[src/rtl/uart_rx_pkg.sv]
package uart_rx_pkg;
  // Longest frame the shift stage can assemble (data plus optional parity)
  localparam int FRAME_MAX = 9;
  localparam int LEN_W     = $clog2(FRAME_MAX + 1);

  // Strobes from the control FSM to the datapath
  typedef struct packed {
    logic             shiftEn;    // sample the line into the shift stage
    logic             frameDone;  // stop bit sampled this cycle
    logic             stopBad;    // stop bit value was low
    logic [LEN_W-1:0] frameLen;   // bits in the current frame
    logic             parChk;     // parity active for the current frame
    logic             parOdd;     // odd parity selected for the current frame
  } rxStrobes_t;
endpackage

[src/rtl/uart_rx_ctrl.sv]
module uart_rx_ctrl
  import uart_rx_pkg::*;
#(
  parameter int OVERSAMPLE = 16
) (
  input  logic       clk,
  input  logic       rstN,
  input  logic       baudTick,
  input  logic       rxBit,
  input  logic       rxEnable,
  input  logic [1:0] dataMode,
  input  logic       parityEn,
  input  logic       parityOdd,
  output rxStrobes_t strb
);
  localparam int CW = $clog2(OVERSAMPLE);
  localparam logic [CW-1:0] MID_CNT  = CW'(OVERSAMPLE / 2 - 1);
  localparam logic [CW-1:0] LAST_CNT = CW'(OVERSAMPLE - 1);

  typedef enum logic [1:0] {S_IDLE, S_START, S_DATA, S_STOP} state_e;

  state_e           state;
  logic [CW-1:0]    cnt;
  logic [LEN_W-1:0] bitIdx;
  logic [LEN_W-1:0] lenQ;
  logic             parChkQ;
  logic             parOddQ;

  logic             is9;
  logic             parAct;
  logic [LEN_W-1:0] cfgLen;
  logic             bitEnd;

  // Frame geometry from the configuration; captured when a start is confirmed
  always_comb begin
    is9    = dataMode[1];
    parAct = parityEn && !is9;
    if (is9) cfgLen = LEN_W'(FRAME_MAX);
    else     cfgLen = (dataMode[0] ? LEN_W'(8) : LEN_W'(7)) + LEN_W'(parAct);
  end

  assign bitEnd = baudTick && (cnt == LAST_CNT);

  always_ff @(posedge clk) begin
    if (!rstN) begin
      state   <= S_IDLE;
      cnt     <= '0;
      bitIdx  <= '0;
      lenQ    <= LEN_W'(FRAME_MAX);
      parChkQ <= 1'b0;
      parOddQ <= 1'b0;
    end else if (baudTick) begin
      unique case (state)
        S_IDLE: begin
          cnt <= '0;
          if (!rxBit && rxEnable) state <= S_START;
        end
        S_START: begin
          if (cnt == MID_CNT) begin
            cnt <= '0;
            if (!rxBit) begin
              state   <= S_DATA;
              bitIdx  <= '0;
              lenQ    <= cfgLen;
              parChkQ <= parAct;
              parOddQ <= parityOdd;
            end else begin
              state <= S_IDLE;   // too short: glitch
            end
          end else begin
            cnt <= cnt + 1'b1;
          end
        end
        S_DATA: begin
          if (cnt == LAST_CNT) begin
            cnt    <= '0;
            bitIdx <= bitIdx + 1'b1;
            if (bitIdx == lenQ - 1'b1) state <= S_STOP;
          end else begin
            cnt <= cnt + 1'b1;
          end
        end
        S_STOP: begin
          if (cnt == LAST_CNT) begin
            cnt   <= '0;
            state <= S_IDLE;
          end else begin
            cnt <= cnt + 1'b1;
          end
        end
        default: state <= S_IDLE;
      endcase
    end
  end

  always_comb begin
    strb.shiftEn   = bitEnd && (state == S_DATA);
    strb.frameDone = bitEnd && (state == S_STOP);
    strb.stopBad   = !rxBit;
    strb.frameLen  = lenQ;
    strb.parChk    = parChkQ;
    strb.parOdd    = parOddQ;
  end
endmodule

[src/rtl/uart_rx_dpath.sv]
module uart_rx_dpath
  import uart_rx_pkg::*;
#(
  parameter int SYNC_STAGES = 2
) (
  input  logic                 clk,
  input  logic                 rstN,
  input  logic                 rxLine,
  input  rxStrobes_t           strb,
  input  logic                 rdData,
  input  logic                 rdStatus,
  output logic                 rxBit,
  output logic [FRAME_MAX-1:0] rxData,
  output logic                 rxValid,
  output logic                 parityErr,
  output logic                 overrunErr,
  output logic                 framingErr,
  output logic                 rxIrq
);
  logic [SYNC_STAGES-1:0] syncQ;
  logic [FRAME_MAX-1:0]   shiftQ;
  logic [FRAME_MAX-1:0]   aligned;
  logic [FRAME_MAX-1:0]   holdQ;
  logic                   holdValid;
  logic                   chkPend;
  logic                   chkOdd;
  logic                   load;
  logic                   overrun;
  logic                   parMiss;

  // Line synchronizer
  always_ff @(posedge clk) begin
    if (!rstN) syncQ <= '1;
    else       syncQ <= {syncQ[SYNC_STAGES-2:0], rxLine};
  end
  assign rxBit = syncQ[SYNC_STAGES-1];

  // Shift stage: each new bit enters at the top, so the first bit drifts down
  always_ff @(posedge clk) begin
    if (!rstN)             shiftQ <= '0;
    else if (strb.shiftEn) shiftQ <= {rxBit, shiftQ[FRAME_MAX-1:1]};
  end

  assign aligned = shiftQ >> (LEN_W'(FRAME_MAX) - strb.frameLen);
  assign load    = strb.frameDone && (!holdValid || rdData);
  assign overrun = strb.frameDone && holdValid && !rdData;
  assign parMiss = chkPend && ((^holdQ) != chkOdd);

  // Holding register
  always_ff @(posedge clk) begin
    if (!rstN) begin
      holdQ     <= '0;
      holdValid <= 1'b0;
      rxIrq     <= 1'b0;
      chkPend   <= 1'b0;
      chkOdd    <= 1'b0;
    end else begin
      rxIrq   <= load;
      chkPend <= load && strb.parChk;
      if (load) begin
        holdQ     <= aligned;
        holdValid <= 1'b1;
        chkOdd    <= strb.parOdd;
      end else if (rdData) begin
        holdValid <= 1'b0;
      end
    end
  end

  // Sticky flags: a new event wins over a simultaneous status read
  always_ff @(posedge clk) begin
    if (!rstN) begin
      parityErr  <= 1'b0;
      overrunErr <= 1'b0;
      framingErr <= 1'b0;
    end else begin
      parityErr  <= parMiss || (parityErr && !rdStatus);
      overrunErr <= overrun || (overrunErr && !rdStatus);
      framingErr <= (strb.frameDone && strb.stopBad) || (framingErr && !rdStatus);
    end
  end

  assign rxData  = holdQ;
  assign rxValid = holdValid;
endmodule

[src/rtl/uart_rx_dbuf.sv]
module uart_rx_dbuf
  import uart_rx_pkg::*;
#(
  parameter int OVERSAMPLE = 16
) (
  input  logic       clk,
  input  logic       rstN,
  input  logic       baudTick,
  input  logic       rxLine,
  input  logic       rxEnable,
  input  logic [1:0] dataMode,
  input  logic       parityEn,
  input  logic       parityOdd,
  input  logic       rdData,
  input  logic       rdStatus,
  output logic [8:0] rxData,
  output logic       rxValid,
  output logic       parityErr,
  output logic       overrunErr,
  output logic       framingErr,
  output logic       rxIrq
);
  rxStrobes_t strb;
  logic       rxBit;

  uart_rx_ctrl #(.OVERSAMPLE(OVERSAMPLE)) u_ctrl (
    .clk       (clk),
    .rstN      (rstN),
    .baudTick  (baudTick),
    .rxBit     (rxBit),
    .rxEnable  (rxEnable),
    .dataMode  (dataMode),
    .parityEn  (parityEn),
    .parityOdd (parityOdd),
    .strb      (strb)
  );

  uart_rx_dpath #(.SYNC_STAGES(2)) u_dpath (
    .clk        (clk),
    .rstN       (rstN),
    .rxLine     (rxLine),
    .strb       (strb),
    .rdData     (rdData),
    .rdStatus   (rdStatus),
    .rxBit      (rxBit),
    .rxData     (rxData),
    .rxValid    (rxValid),
    .parityErr  (parityErr),
    .overrunErr (overrunErr),
    .framingErr (framingErr),
    .rxIrq      (rxIrq)
  );
endmodule

[config.mk]
export PLATFORM = sky130hd
export DESIGN_NAME = uart_rx_dbuf
export DESIGN_NICKNAME = d
export VERILOG_FILES = /design/src/rtl/uart_rx_pkg.sv /design/src/rtl/uart_rx_ctrl.sv /design/src/rtl/uart_rx_dpath.sv /design/src/rtl/uart_rx_dbuf.sv
export SDC_FILE = /design/constraint.sdc
export NUM_CORES = 1
export LEC_CHECK = 0
export BUFFER_PORTS_ARGS = -buffer_cell sky130_fd_sc_hd__clkbuf_2
export CAP_MARGIN = 40
export CORE_MARGIN = 8
export CORE_UTILIZATION = 45
export CTS_CLUSTER_DIAMETER = 80
export CTS_CLUSTER_SIZE = 24
export DETAILED_ROUTE_END_ITERATION = 8
export PLACE_DENSITY = 0.62
export SLEW_MARGIN = 5
export SYNTH_ARGS = -nofsm -noshare
export SYNTH_HDL_FRONTEND = slang
export SYNTH_HIERARCHICAL = 1
export SYNTH_SLANG_ARGS = --single-unit
export TNS_END_PERCENT = 10
[constraint.sdc]
create_clock -name clk -period 3.2 [get_ports clk]
set_input_delay 0.32 -clock clk [delete_from_list [all_inputs] [get_ports clk]]
set_output_delay 0.32 -clock clk [all_outputs]
set_load 0.1 [all_outputs]
==> flow_metrics.tcl, run 1 <==
set metrics [dict create \
    grt_usage 0.1201 \
    port_buffers 24 \
    grt-ovfl-total 0 \
    seq_area_frac_synth 0.3696 \
    fp.dieArea_mm2 0.007586 \
    ys_ff_latch 42 \
    max-slew-margin-rel 0.5519 \
    worst_slew_pin_slew_ns 0.6722 \
    max_freq_ghz 0.4430 \
    worstRegToRegCells 7 \
    yosysMostFrequentCell "dfxtp_1" \
    synth-edff-count 0 \
    rows 26 \
    h-tree-depth 2 \
    timing.final.crit_share 0.7055 \
    synth-xor-area-share 0.07536 \
    crit_end "u_dpath/rxData[6]" \
    synth_top_flop_cell "dfxtp_1" \
    path_clk_slew_ns 0.08 \
    die_w_um 87.10 \
    grt_pass1_vias 1551 \
    coreArea_mm2 0.004977 \
    viasPerCell 5.013 \
    area_growth_pct 9.351 \
    syn_avg_cell_area_um2 9.805 \
    wire_per_inst_um 13.21 \
    grtUsageMet1 0.1574 \
    cp_max_fo 7 \
    drt_iter0_markers 89 \
    post-route-min-period_ns 2.257 \
    syn_nets 249 \
    rsz0062_at_grt "no" \
    finish.utilization 0.4997 \
    crit_path_start_kind "flip-flop" \
    synthSimpleGateAreaFrac 0.2134 \
    synth_common_cells "42 x dfxtp_1, 19 x nor2b_1, 17 x mux2i_1, 17 x nand2_1, 15 x xnor2_1" \
    synthCells 232 \
    start_util 0.4570 \
    cts_made_buffers 5 \
    power_density_mw_per_mm2 362.6 \
    finalSetupViolations 0 \
    grt_start_max_net_pins 42 \
    tritoncts "yes" \
    hp-class "in2reg" \
    skew_ns 0.007158 \
    via_count 1604 \
    grt_pass1_wl_um 7286 \
    diodes 0 \
    ys_top_cells_by_area "dfxtp_1 37%, mux2i_1 7.5%, xnor2_1 5.8%" \
    cts.path.max_buffers 2 \
    totalWireLength_um 4226 \
    final_nets 266 \
    synth_area_mm2 0.002275 \
    r2r_start "u_ctrl/cnt[0]" \
    status "finished clean" \
    die-height_um 87.10 \
    use_met2 0.1804 \
    synth_compound_area_frac 0.1045 \
    dpl.hpwl_um 3101 \
    crit_arrival_ns 2.47 \
    p_leak_nw 0.9395 \
    clockRootBuffer "clkbuf_8" \
    synth_cell_types 52 \
    crit_required_ns 3.42 \
    r2r_slack_ns 0.94 \
    path_class "reg2reg" \
    setup_tns_ns 0 \
    drtAntennaViolNets 0 \
    route.detailed.drc 0 \
    io_pins 25 \
    r2r_end "u_dpath/rxData[6]" \
    synth_top_area_frac 0.3696 \
    layout-drive-gt1-share 0.1840 \
    antenna_found_initial 0 \
    vdd_drop_max_mv 0.1658 \
    setup.worst_path.start "u_ctrl/cnt[0]" \
    cts_resized 0 \
    synth_warnings 6 \
    synth_area_leader_cell "dfxtp_1" \
    dr.pass1.iters 4 \
    grt.busiest_layer "met2" \
    total_power_uw 901.8 \
    drv_cap 0 \
    slew_viol_final 0 \
    clock_sinks 42 \
    gp_congestion 0.8016 \
    synthArstFlopShare 0 \
    postCtsSetupRepairBufs 0 \
    synth_mux_area_frac 0.1441 \
    layoutNonFillerInstCount 320 \
    clock_latency_ns 0.29 \
    hold_viol 0 \
    synth_top_family_by_area "simple AND/OR/NAND/NOR gates" \
    grtUsageMet3 0.03962 \
    synth_fa_ha_area_frac 0.03300 \
    place_inst 312 \
    cts_hold_buf 0 \
    endpoint_kind "flip-flop" \
]
==> area by class of cell <==
| class | instances | area [um^2] |
|---|---|---|
| clock inverter | 1 | 5.005 |
| tap | 70 | 87.58 |
| inverter | 10 | 37.54 |
| sequential | 42 | 840.8 |
| multi-input combinational | 165 | 1303 |
| timing repair buffer | 25 | 127.6 |
| fill | 496 | 2490 |
| clock buffer | 7 | 86.33 |
==> registers in the layout, indices dropped and copies added, names as in the netlist, 2 cells and up, named ones only <==
signal          cells
u_dpath/rxData      9
u_dpath/shiftQ      9
u_ctrl/bitIdx       4
u_ctrl/cnt          4
u_ctrl/lenQ         3
u_dpath/syncQ       2
==> worst max-delay path, cell delays in order, from the launching register on <==
cell,delay [ns]
dfxtp_1,0.38
ha_1,0.32
nand4_2,0.16
nor2_1,0.34
inv_1,0.13
nor4_1,0.57
nand2b_1,0.12
a21boi_0,0.17
==> report_power, final <==
group	internal, mW	total, mW	switching (mW)
sequential	0.524	0.525	0.00161
combinational	0.0133	0.0273	0.0140
clock	0.174	0.349	0.175
==> stage by stage <==
step | hold slack, ns | area (um^2) | worst slack (ns)
floorplan | 0.3863 | 2275 | 1.238
global placement | 0.3904 | 2396 | 1.069
detailed placement | 0.3972 | 2396 | 0.9762
CTS | 0.2100 | 2487 | 0.9575
global route | 0.2031 | 2487 | 0.6311
finish | 0.2160 | 2487 | 0.9425
==> cell usage in the layout (no fill, tap or decap), drive strengths merged, types with 3 or more instances in the layout <==
master,synthesis,final
nor4,3,3
a22oi,4,4
a21boi,9,9
nand2,18,18
nor2,11,11
nand3,5,5
a21oi,3,3
clkbuf,5,31
nand2b,8,8
dfxtp,42,42
and2,5,5
o21ai,3,3
nand4,3,3
mux2i,17,17
xnor2,15,15
inv,10,10
mux4,6,6
nor2b,19,19
ha,6,6
==> routing by layer <==
metal  vias to the layer above  wire [um]
met5                         -          0
met4                         0         27
met3                         2        209
met2                        24       1828
met1                       740       2162
li1                        838          -
==> cell families (layout without fill, tap and decap cells) <==
| group | after synthesis | in the layout |
|---|---|---|
| compound gates | 32 | 32 |
| flops | 42 | 42 |
| xor+xnor | 18 | 18 |
| fa+ha+maj | 6 | 6 |
| buf+inv | 25 | 43 |
| mux | 24 | 24 |
| simple gates | 85 | 85 |
==> worst min path at each step <==
stage | to | cells past startpoint | startpoint
after floorplan | u_dpath/syncQ[1] | 1 | u_dpath/syncQ[0]
after global placement | u_dpath/syncQ[1] | 1 | u_dpath/syncQ[0]
after detailed placement | u_dpath/syncQ[1] | 1 | u_dpath/syncQ[0]
after CTS | u_dpath/syncQ[0] | 2 | rxLine
after global routing | u_dpath/syncQ[0] | 2 | rxLine
final | u_dpath/syncQ[0] | 2 | rxLine
(Power assumes the default switching activity.)
==> run 2: changes to the inputs <==
--- a/config.mk
+++ b/config.mk
@@ -5,6 +5,7 @@
 export SDC_FILE = /design/constraint.sdc
 export NUM_CORES = 1
 export LEC_CHECK = 0
+export ABC_AREA = 1
 export BUFFER_PORTS_ARGS = -buffer_cell sky130_fd_sc_hd__clkbuf_2
 export CAP_MARGIN = 40
 export CORE_MARGIN = 8
==> constraint.sdc (replaced) <==
create_clock -name clk -period 2.29 [get_ports clk]
set_input_delay 0.229 -clock clk [delete_from_list [all_inputs] [get_ports clk]]
set_output_delay 0.229 -clock clk [all_outputs]
set_load 0.1 [all_outputs]
==> run 2 against run 1 <==
Effect of this change:
- combinational power up 75%
- sequential cell count unchanged
- synthesized area grew 1.3%
- clock power up 69%
- worst hold slack worse by 0.091 ns
- maximum frequency up 12%
- highest routed layer unchanged
- synthesized cell count is 43% higher
- first-iteration DRC count fell by 1.1%
- sequential power up 40%
- non-clock buffer count grew 2
- final cell count up 33%
- critical path depth is 5 higher
==> flow_metrics.tcl, run 2 <==
set metrics [dict create \
    drtAntennaViolNets 0 \
    grt_start_max_net_pins 21 \
    endpoint_kind "flip-flop" \
    crit_path_cell_trace "ha_1 > nand2_1 > inv_1 > nand2_1 > nor4_1 > buf_4 > nand2_2 > nor2_4 > nand2_1 > o22ai_1 > a21oi_1 > nor2_1" \
    antenna_found_initial 0 \
    ys_ff_latch 42 \
    path_class "reg2reg" \
    setup_tns_ns 0 \
    synth_cell_types 38 \
    drt_iter0_markers 88 \
    synth-edff-count 0 \
    worst-path-buf-inv 2 \
    synth_top_flop_cell "dfxtp_1" \
    clock_sinks 42 \
    syn_avg_cell_area_um2 6.938 \
    layout-drive-gt1-share 0.1961 \
    yosysMostFrequentCell "nand2_1" \
    cts.path.max_buffers 2 \
    crit_arrival_ns 2.24 \
    rsz0062_at_grt "no" \
    layout.cells.most_common "nand2_1" \
    crit_family "simple AND/OR/NAND/NOR gates" \
    slew_viol_final 0 \
    grt_usage 0.1286 \
    seqPwrFrac 0.535 \
    gp_congestion 0.8785 \
    p_leak_nw 1.197 \
    fp.dieArea_mm2 0.007664 \
    clockRootBuffer "clkbuf_8" \
    clkPwrFrac 0.430 \
    postCtsSetupRepairBufs 0 \
    hold_viol 0 \
    status "finished clean" \
    grt_pass1_vias 1851 \
    synth_common_cells "84 x nand2_1, 42 x dfxtp_1, 39 x nor2_1" \
    synth_area_mm2 0.002303 \
    tritoncts "yes" \
    die-height_um 87.55 \
    post-route-min-period_ns 2.015 \
    viasPerCell 4.747 \
    p_switching_uw 275.7 \
    rows 26 \
    area_growth_pct 12.33 \
    coreArea_mm2 0.005010 \
    path_clk_slew_ns 0.07 \
    die_w_um 87.55 \
    critPathMaxStageDelay_ns 0.40 \
    totalWireLength_um 4573 \
    final_cell_mix "84 x nand2_1, 42 x dfxtp_1, 39 x nor2_1, 36 x inv_1, 27 x a21oi_1" \
    synth_top_area_frac 0.3650 \
    crit_path_start_kind "flip-flop" \
    start_util 0.4598 \
    worst_slew_pin_slew_ns 0.5456 \
    comb_power_share 0.035 \
    switching_share 0.2008 \
    seq_area_frac_synth 0.3650 \
    diodes 0 \
    synth_warnings 6 \
    skew_ns 0.005949 \
    drv_cap 0 \
    finalSetupViolations 0 \
    hp-class "in2reg" \
    syn_nets 349 \
    io_pins 25 \
    grt_pass1_wl_um 7893 \
    synthCells 332 \
    timing.final.crit_share 0.8800 \
    final_cell_area_mm2 0.002587 \
    via_count 2027 \
    synthArstFlopShare 0 \
    cp_slowest_cell "dfxtp_1" \
    clock_latency_ns 0.29 \
    synth_area_leader_cell "dfxtp_1" \
    intPower_mw 1.097 \
    port_buffers 24 \
    cp_max_fo 14 \
    dpl.hpwl_um 3621 \
    max_freq_ghz 0.4963 \
    fillers 532 \
    dpl_cell_area_mm2 0.002475 \
    route.detailed.drc 0 \
    crit_required_ns 2.51 \
    cts_made_buffers 5 \
    cts_hold_buf 0 \
    cts_resized 0 \
    final_nets 374 \
    h-tree-depth 2 \
    dr.pass1.iters 4 \
    vdd_drop_max_mv 0.3872 \
    ys_top_cells_by_area "dfxtp_1 37%, nand2_1 14%, nor2_1 6.4%" \
    grt-ovfl-total 0 \
    max-slew-margin-rel 0.6378 \
    wire_per_inst_um 10.71 \
    power_density_mw_per_mm2 530.6 \
    cpMostUsedCell "nand2_1" \
]
run 2: kinds of logic after synthesis:
kind of cell,synth area share
adders and majority gates,0.03259
muxes,0.004346
and+or+nand+nor,0.2971
xor gates and xnor gates,0.02988
buffers and inverters,0.09777
DFF,0.3650
AOI/OAI and AO/OA,0.1733
run 2: final timing paths:
path	start	end	slack [ns]	depth (start not counted)
setup / recovery	u_ctrl/cnt[0]	u_dpath/rxData[1]	0.27	12
hold / removal	rxLine	u_dpath/syncQ[0]	0.13	2
setup reg to reg	u_ctrl/cnt[0]	u_dpath/rxData[1]	0.27	12
hold reg to reg	u_dpath/syncQ[0]	u_dpath/syncQ[1]	0.42	1
run 2: metal layers:
| layer | GRT usage | share of wire | up-vias |
|---|---|---|---|
| li1 | - | - | 1093 |
| met1 | 0.1493 | 0.48 | 893 |
| met2 | 0.2183 | 0.46 | 35 |
| met3 | 0.03752 | 0.050 | 6 |
| met4 | 0.04688 | 0.014 | 0 |
| met5 | 0 | 0 | - |
run 2: power by group through the flow:
stage | clock [mW] | combinational, mW | sequential [mW]
floorplan | 0 | 0.0298 | 0.751
global placement | 0 | 0.0480 | 0.752
detailed placement | 0 | 0.0480 | 0.752
CTS | 0.616 | 0.0481 | 0.735
global route | 0.635 | 0.0540 | 0.735
finish | 0.590 | 0.0477 | 0.735
run 2: worst reg2reg max path, delay by kind of cell (launching register included):
family / cells / cell delay, ns
AOI/OAI and AO/OA: 2 / 0.18
adders and majority gates: 1 / 0.20
buffers and inverters: 2 / 0.25
DFF: 1 / 0.40
and+or+nand+nor: 7 / 0.91
run 2: through the flow:
step	hold slack, ns	utilization	power [mW]	setup slack (ns)	cells
2_1_floorplan	0.3246	-	0.7812	0.4599	332
3_3_place_gp	0.4051	0.4940	0.8003	0.3594	420
3_5_place_dp	0.4048	0.4940	0.8002	0.3175	420
4_1_cts	0.1106	0.5165	1.399	0.2893	427
5_1_grt	0.1114	0.5165	1.424	0.003275	427
6_report	0.1251	0.5165	1.373	0.2749	427
run 2: cell type report:
| class | instances | area, um^2 | area share |
|---|---|---|---|
| inverters | 43 | 166.4 | 0.06431 |
| well taps | 70 | 87.58 | 0.03385 |
| clock inverters | 1 | 30.03 | 0.01161 |
| multi-input cells | 238 | 1237 | 0.4782 |
| clock buffers | 6 | 82.58 | 0.03191 |
| flip-flops and latches | 42 | 840.8 | 0.3250 |
| repair buffers | 27 | 142.6 | 0.05513 |
==> run 3: changes to the inputs <==
--- a/config.mk
+++ b/config.mk
@@ -13,6 +13,7 @@
 export CTS_CLUSTER_DIAMETER = 80
 export CTS_CLUSTER_SIZE = 24
 export DETAILED_ROUTE_END_ITERATION = 8
+export HOLD_SLACK_MARGIN = 0.12
 export PLACE_DENSITY = 0.62
 export SLEW_MARGIN = 5
 export SYNTH_ARGS = -nofsm -noshare
==> constraint.sdc (replaced) <==
create_clock -name clk -period 2.12 [get_ports clk]
set_input_delay 0.212 -clock clk [delete_from_list [all_inputs] [get_ports clk]]
set_output_delay 0.212 -clock clk [all_outputs]
set_load 0.1 [all_outputs]
==> run 3 against run 2 <==
Effect of this change:
- clock skew down 0.0016 ns
- non-clock buffer count is 2 higher
- largest power group unchanged
- register-to-register slack about the same
- first-iteration DRC count is 53% higher
==> flow_metrics.tcl, run 3 (same netlist as run 2, synthesis figures left out) <==
set metrics [dict create \
    dpl_cell_area_mm2 0.002482 \
    comb_power_share 0.040 \
    vdd_drop_max_mv 0.3137 \
    fillers 547 \
    totalWireLength_um 4722 \
    crit_path_start_kind "flip-flop" \
    multi_input_comb_area_mm2 0.001249 \
    tritoncts "yes" \
    layout-drive-gt1-share 0.2000 \
    layoutNonFillerInstCount 430 \
    clockRootBuffer "clkbuf_8" \
    intPower_mw 1.042 \
    cts_made_buffers 5 \
    setup_slack_ns 0.2627 \
    port_buffers 24 \
    cpMostUsedCell "nand2_1" \
    skew_ns 0.004362 \
    rows 26 \
    crit_arrival_ns 2.08 \
    drt_iter0_markers 135 \
    rsz0062_at_grt "no" \
    postCtsSetupRepairBufs 0 \
    io_pins 25 \
    clock_sinks 42 \
    p_switching_uw 313.3 \
    die_w_um 87.55 \
    route.detailed.drc 0 \
    finish.utilization 0.5170 \
    pre_cts_slack_ns 0.1438 \
    clkPwrFrac 0.375 \
    final_cell_area_mm2 0.002590 \
    cp_slowest_cell "dfxtp_1" \
    dr.pass1.iters 4 \
    grt_usage 0.1273 \
    slew_viol_final 0 \
    hp-class "in2reg" \
    dpl.hpwl_um 3680 \
    crit_required_ns 2.35 \
    layout.cells.most_common "nand2_1" \
    start_util 0.4598 \
    drv_cap 0 \
    worst-path-buf-inv 2 \
    setup_tns_ns 0 \
    crit_family "simple AND/OR/NAND/NOR gates" \
    timing.hold.ws_ns 0.2002 \
    coreArea_mm2 0.005010 \
    cp_max_fo 14 \
    h-tree-depth 2 \
    post-route-min-period_ns 1.857 \
    path_clk_slew_ns 0.08 \
    final_cell_mix "84 x nand2_1, 42 x dfxtp_1, 39 x nor2_1, 36 x inv_1, 27 x a21oi_1" \
    antenna_found_initial 0 \
    clock_latency_ns 0.29 \
    via_count 2075 \
    place_inst 421 \
    area_growth_pct 12.44 \
    grtUsageMet1 0.1534 \
    switching_share 0.2312 \
    power_density_mw_per_mm2 523.3 \
    final_nets 376 \
    status "finished clean" \
    wire_per_inst_um 10.98 \
    worst_slew_pin_slew_ns 0.5451 \
    use_met2 0.2190 \
    grtUsageMet3 0.02345 \
    seqPwrFrac 0.586 \
    seqCellArea_um2 840.8 \
    crit_path_cell_trace "ha_1 > nand2_1 > inv_1 > nand2_1 > nor4_2 > buf_4 > nand2_4 > nor2_4 > nand2_1 > o22ai_1 > a21oi_1 > nor2_1" \
    finalSetupViolations 0 \
    die-height_um 87.55 \
    max-slew-margin-rel 0.6381 \
    grt-ovfl-total 0 \
    grt_start_max_net_pins 21 \
    fp.dieArea_mm2 0.007664 \
    p_leak_nw 1.197 \
    path_class "reg2reg" \
    critPathMaxStageDelay_ns 0.38 \
    endpoint_kind "flip-flop" \
    grt_pass1_vias 1837 \
    hold_viol 0 \
    cts.path.max_buffers 2 \
    drtAntennaViolNets 0 \
    total_power_mw 1.355 \
    grt.busiest_layer "met2" \
    grt_pass1_wl_um 7824 \
    timing.final.crit_share 0.8761 \
    gp_congestion 0.8803 \
    max_freq_ghz 0.5384 \
    viasPerCell 4.826 \
    diodes 0 \
]
## run 3: cell type report
class / count / area share
Clock buffer: 6 / 0.02802
Timing Repair Buffer: 29 / 0.06184
Inverter: 43 / 0.06425
Sequential cell: 42 / 0.3246
Clock inverter: 2 / 0.005314
Tap cell: 70 / 0.03382
Multi-Input combinational cell: 238 / 0.4821
## run 3: metal layers
layer  routed length, um  vias to the layer above  part of all wire
met5                   0                        -                 0
met4                  46                        0            0.0097
met3                 164                        5             0.035
met2                2233                       29              0.47
met1                2276                      936              0.48
li1                    -                     1105                 -
## run 3: final timing paths
| kind | start | end | slack (ns) | cells after the start |
|---|---|---|---|---|
| max reg2reg | u_ctrl/cnt[0] | u_dpath/rxData[1] | 0.26 | 12 |
| max | u_ctrl/cnt[0] | u_dpath/rxData[1] | 0.26 | 12 |
| min reg2reg | u_dpath/syncQ[0] | u_dpath/syncQ[1] | 0.42 | 1 |
| min | rdStatus | u_dpath/framingErr | 0.20 | 4 |
## run 3: worst reg2reg max path, stage by stage (launching register included)
cell     delay [ns]
dfxtp_1        0.38
ha_1           0.18
nand2_1        0.10
inv_1          0.09
nand2_1        0.10
nor4_2         0.16
buf_4          0.17
nand2_4        0.12
nor2_4         0.15
nand2_1        0.09
o22ai_1        0.13
a21oi_1        0.06
nor2_1         0.08
## run 3: power groups by stage
| stage | Clock, mW | Sequential (mW) | Combinational [mW] |
|---|---|---|---|
| after CTS | 0.530 | 0.794 | 0.0539 |
| final | 0.508 | 0.794 | 0.0538 |
| after global routing | 0.561 | 0.794 | 0.0616 |
| after global placement | 0 | 0.813 | 0.0518 |
| after detailed placement | 0 | 0.813 | 0.0522 |
| after floorplan | 0 | 0.812 | 0.0322 |
## run 3: timing repair
item,4_1_cts,5_1_grt
endpoints found under the setup margin,0,7
resized for setup,0,2
hold buffers,1,0
hold endpoints to repair,1,0
